## src/rtl/lsu_core.sv

```systemverilog
module lsu_core (
  input  logic        clk,
  input  logic        rst_n,
  input  logic        in_valid,
  output logic        in_ready,
  input  logic [1:0]  op_size,
  input  logic        op_store,
  input  logic        op_signed,
  input  logic        op_use_imm,
  input  logic        op_base_zero,
  input  logic [31:0] base_val,
  input  logic [31:0] index_val,
  input  logic [15:0] imm16,
  input  logic [63:0] st_data,
  output logic        bus_valid,
  input  logic        bus_ready,
  output logic [31:0] bus_addr,
  output logic        bus_we,
  output logic [3:0]  bus_be,
  output logic [31:0] bus_wdata,
  input  logic [31:0] bus_rdata,
  output logic        wb_valid,
  output logic [31:0] wb_data,
  output logic        wb_last
);

  logic        rq_valid, rq_we, rq_first, rq_signed;
  logic [1:0]  rq_size;
  logic [31:0] rq_addr, rq_wdata, rq_lo;
  logic [3:0]  rq_be;

  logic        rs_valid, rs_signed, rs_last;
  logic [1:0]  rs_size, rs_off;

  logic [31:0] ea, lane_word, ld_word;
  logic [15:0] half_sel;
  logic        take, fire;

  assign ea   = (op_base_zero ? 32'd0 : base_val) +
                (op_use_imm ? {{16{imm16[15]}}, imm16} : index_val);
  assign fire = rq_valid && bus_ready;
  assign in_ready = !rq_valid || (bus_ready && !rq_first);
  assign take = in_valid && in_ready;

  assign bus_valid = rq_valid;
  assign bus_addr  = rq_addr;
  assign bus_we    = rq_we;
  assign bus_be    = rq_be;
  assign bus_wdata = rq_wdata;

  function automatic logic [3:0] lanes(input logic [1:0] sz, input logic [1:0] off);
    case (sz)
      2'd0:    lanes = 4'b1000 >> off;
      2'd1:    lanes = off[1] ? 4'b0011 : 4'b1100;
      default: lanes = 4'b1111;
    endcase
  endfunction

  function automatic logic [31:0] place(input logic [1:0] sz, input logic [63:0] d);
    case (sz)
      2'd0:    place = {4{d[7:0]}};
      2'd1:    place = {2{d[15:0]}};
      2'd2:    place = d[31:0];
      default: place = d[63:32];
    endcase
  endfunction

  always_ff @(posedge clk) begin
    if (!rst_n) begin
      rq_valid  <= 1'b0;
      rq_first  <= 1'b0;
      rq_we     <= 1'b0;
      rq_signed <= 1'b0;
      rq_size   <= 2'd0;
      rq_addr   <= 32'd0;
      rq_wdata  <= 32'd0;
      rq_lo     <= 32'd0;
      rq_be     <= 4'd0;
    end else if (fire && rq_first) begin
      rq_addr  <= rq_addr + 32'd4;
      rq_wdata <= rq_lo;
      rq_first <= 1'b0;
    end else if (take) begin
      rq_valid  <= 1'b1;
      rq_addr   <= ea;
      rq_we     <= op_store;
      rq_signed <= op_signed;
      rq_size   <= op_size;
      rq_first  <= (op_size == 2'd3);
      rq_be     <= lanes(op_size, ea[1:0]);
      rq_wdata  <= place(op_size, st_data);
      rq_lo     <= st_data[31:0];
    end else if (fire) begin
      rq_valid <= 1'b0;
    end
  end

  always_ff @(posedge clk) begin
    if (!rst_n) begin
      rs_valid  <= 1'b0;
      rs_signed <= 1'b0;
      rs_last   <= 1'b0;
      rs_size   <= 2'd0;
      rs_off    <= 2'd0;
    end else begin
      rs_valid  <= fire && !rq_we;
      rs_signed <= rq_signed;
      rs_last   <= !rq_first;
      rs_size   <= rq_size;
      rs_off    <= rq_addr[1:0];
    end
  end

  assign lane_word = bus_rdata >> {~rs_off, 3'b000};
  assign half_sel  = rs_off[1] ? bus_rdata[15:0] : bus_rdata[31:16];

  always_comb begin
    case (rs_size)
      2'd0:    ld_word = {24'd0, lane_word[7:0]};
      2'd1:    ld_word = {{16{rs_signed & half_sel[15]}}, half_sel};
      default: ld_word = bus_rdata;
    endcase
  end

  always_ff @(posedge clk) begin
    if (!rst_n) begin
      wb_valid <= 1'b0;
      wb_data  <= 32'd0;
      wb_last  <= 1'b0;
    end else begin
      wb_valid <= rs_valid;
      if (rs_valid) begin
        wb_data <= ld_word;
        wb_last <= rs_last;
      end
    end
  end

endmodule

```

## config.mk

```make
export PLATFORM = sky130hd
export DESIGN_NAME = lsu_core
export DESIGN_NICKNAME = d
export VERILOG_FILES = /design/src/rtl/lsu_core.sv
export SDC_FILE = /design/constraint.sdc
export NUM_CORES = 1
export LEC_CHECK = 0
export BUFFER_PORTS_ARGS = -buffer_cell sky130_fd_sc_hd__buf_4
export CAP_MARGIN = 5
export CORE_UTILIZATION = 49
export DETAILED_ROUTE_END_ITERATION = 8
export PLACE_DENSITY = 0.83
export SLEW_MARGIN = 20
export SYNTH_ARGS = -nofsm -noshare
export SYNTH_HDL_FRONTEND = slang
export SYNTH_SLANG_ARGS = --single-unit
```

## constraint.sdc

```tcl
create_clock -name clk -period 3.45 [get_ports clk]
set_input_delay 0.1725 -clock clk [delete_from_list [all_inputs] [get_ports clk]]
set_output_delay 0.1725 -clock clk [all_outputs]
set_load 0.01 [all_outputs]
```

==> impl_metrics.tcl <==
set metrics [dict create \
    diodes 0 \
    p_switching_w 0.00149 \
    viasPerCell 5.86 \
    peakVddDrop_v 0.000354 \
    clkPwrFrac_pct 37.8 \
    crit_arrival_ns 3.07 \
    drtIter0Drc 624 \
    yosys_register_bits 147 \
    async_flop_share_pct 0 \
    p_per_area_nw_per_um2 425 \
    worst-path-max-fanout 33 \
    min_period_ns 2.76 \
    drive_above_1_share_pct 27.0 \
    synth_compound_area_share_pct 25.1 \
    p_comb_share_pct 24.3 \
    core-area_sq_um 17900 \
    grt_max_degree 78 \
    grt_pass1_wl_um 44000 \
    synth_largest_area_cell "dfxtp_1" \
    cts_root_buf "clkbuf_16" \
    insertion_delay_ns 0.43 \
    synth_fa_ha_area_share_pct 4.71 \
    netlist_instances 1157 \
    post-dp-hpwl_um 20900 \
    synth_area_sq_um 8930 \
    timing_worst_setup_path_type "input pin to flip-flop" \
    cap_violations 0 \
    grt_antenna_before_repair 0 \
    synth_top_area_share_pct 32.9 \
    antenna_left 0 \
    cts_tree "yes" \
    fp.dieArea_sq_um 18800 \
    detail_route.wl_per_cell_um 17.4 \
    synth-simple-area-share_pct 20.9 \
    synthTopCellsByArea "dfxtp_1, nand2_1, a21oi_1" \
    grt_usage_pct 30.0 \
    grt-ovfl-total 0 \
    postCtsSetupBuffers 0 \
    avgSynthCellArea_sq_um 7.72 \
    swShare_pct 29.4 \
    synth_xor_area_share_pct 3.53 \
    yosys_warnings 0 \
    setup_viol 0 \
    die_y_um 137 \
    max-slew-margin-rel_pct 41.5 \
    routabilityCongestion 0.906 \
    min_path_type "input pin to flip-flop" \
    cts_max_level 4 \
    start_kind "input pin" \
    p_total_w 0.00508 \
    skew_ns 0.0132 \
    chipWidth_um 137 \
    ys.flop_type "dfxtp_1" \
    synth_top_family_by_area "compound AO/OA/AOI/OAI gates" \
    rows 49 \
    rsz0062_at_grt "false" \
    p_seq_share_pct 37.9 \
    worstPathRequired_ns 3.77 \
    numCtsBuffers 17 \
    cts_buffer_depth 2 \
    fmax_mhz 363 \
    internal_power_w 0.00359 \
    grt_pass1_vias 8965 \
    finalSetupTns_ns 0 \
    cts.sinks 147 \
    layout_commonest_cell "buf_4" \
    drcViolationCount 0 \
    path_clk_slew_ns 0.06 \
    ys_seq_area_share_pct 32.9 \
    synthMuxAreaShare_pct 7.66 \
    nNetsFinal 1635 \
    p_leak_nw 5.27 \
    synthDistinctLibCells 71 \
    layout_common_cells "buf_4, nand2_1, dfxtp_1" \
    area_delta_synth_final_pct 33.9 \
    finish.utilization_pct 66.8 \
    tightest_slew_ns 0.877 \
    status "complete, no violations" \
    hold_viol 0 \
    syn_nets 1376 \
    routed_wl_um 28800 \
    fin_hold_ws_ns 0.0136 \
    drtPass1Iterations 5 \
    finalNonFillerCells 1657 \
    dp_cells 1610 \
    start_util_pct 49.9 \
    vias 9705 \
    maxSlewViolCount 0 \
    io_buffers 290 \
    pin_count 291 \
    final.period_utilization_pct 79.9 \
    end_kind "flip-flop" \
    synth-edff-count 0 \
]
## registers in the layout (all words and copies together) (netlist names)
register   count
rs_off         2
rq_signed      1
wb_data       32
bus_addr      32
rq_size        2
bus_valid      1
rs_last        1
bus_be         4
rs_size        2
rs_signed      1
rq_lo         32
rs_valid       1
rq_first       1
wb_valid       1
bus_wdata     32
bus_we         1
wb_last        1
## power groups by stage
| stage | clock network [W] | registers [W] | logic (W) |
|---|---|---|---|
| 6_report | 0.00192 | 0.00192 | 0.00123 |
| 5_1_grt | 0.00202 | 0.00194 | 0.00135 |
| 4_1_cts | 0.00193 | 0.00192 | 0.00123 |
| 3_5_place_dp | 0 | 0.00196 | 0.00121 |
| 3_3_place_gp | 0 | 0.00195 | 0.00119 |
| 2_1_floorplan | 0 | 0.00197 | 0.000677 |
## cell families (layout without fill, tap and decap cells)
group | Yosys count | in the layout
AO/OA/AOI/OAI | 356 | 356
adder cells (fa/ha/maj) | 33 | 33
AND/OR/NAND/NOR | 408 | 408
buffers and inverters | 115 | 386
multiplexers | 62 | 62
flip-flops | 147 | 147
XOR/XNOR | 36 | 36
## final timing paths
| path | from | endpoint | slack, ns | cells after the start |
|---|---|---|---|---|
| setup / recovery | op_use_imm | bus_addr[15] | 0.69 | 12 |
| hold / removal | st_data[15] | rq_lo[15] | 0.01 | 3 |
| setup reg to reg | rq_first | bus_addr[27] | 1.04 | 7 |
| hold reg to reg | rq_size[1] | rq_size[1] | 0.45 | 2 |
## repair_timing
item / in CTS / in global routing
hold buffers: 15 / 1
endpoints found under the hold margin: 15 / 1
resized for setup: 0 / 0
## layout make-up
| cell class | count | area, sq um |
|---|---|---|
| inverters | 34 | 129 |
| clock buffers | 20 | 457 |
| multi-input cells | 895 | 5540 |
| well taps | 229 | 287 |
| repair buffers | 321 | 2450 |
| flip-flops and latches | 147 | 2940 |
| fillers | 1473 | 5950 |
| clock inverters | 11 | 153 |
## cell usage after synthesis, types with 18 or more instances
| cell type | n |
|---|---|
| inv_1 | 33 |
| clkbuf_1 | 61 |
| nor2_1 | 92 |
| xor2_1 | 20 |
| nor3_1 | 22 |
| a21oi_1 | 125 |
| mux2i_1 | 38 |
| mux2_2 | 21 |
| a31oi_1 | 18 |
| o21ai_0 | 85 |
| nand3_1 | 19 |
| nor2b_1 | 36 |
| nand2_1 | 176 |
| ha_1 | 32 |
| dfxtp_1 | 147 |
## worst max-delay path, stage by stage
cell and delay [ns]:
buf_4 0.32, mux2i_1 0.36, inv_1 0.07, ha_1 0.29
a211oi_1 0.31, o21bai_1 0.15, a211o_1 0.34, o21ai_1 0.28
nand2_1 0.16, a21boi_0 0.26, xor2_1 0.11, o41ai_1 0.24
## metal layers
metal  global-route usage, %  up-vias  routed length (um)
li1                        -     4657                   -
met1                    36.4     4532               11500
met2                    49.3      447               13800
met3                    7.56       69                2490
met4                    14.1        0                1030
met5                       0        -                   0
## per-stage QoR
| stage | worst slack (ns) | instance area [sq um] |
|---|---|---|
| final | 0.694 | 12000 |
| after global routing | 0.435 | 12000 |
| after CTS | 0.742 | 11900 |
| after detailed placement | 0.305 | 11200 |
| after global placement | 0.372 | 11200 |
| after floorplan | 0.328 | 8930 |
Power figures use the tool's default switching activity.
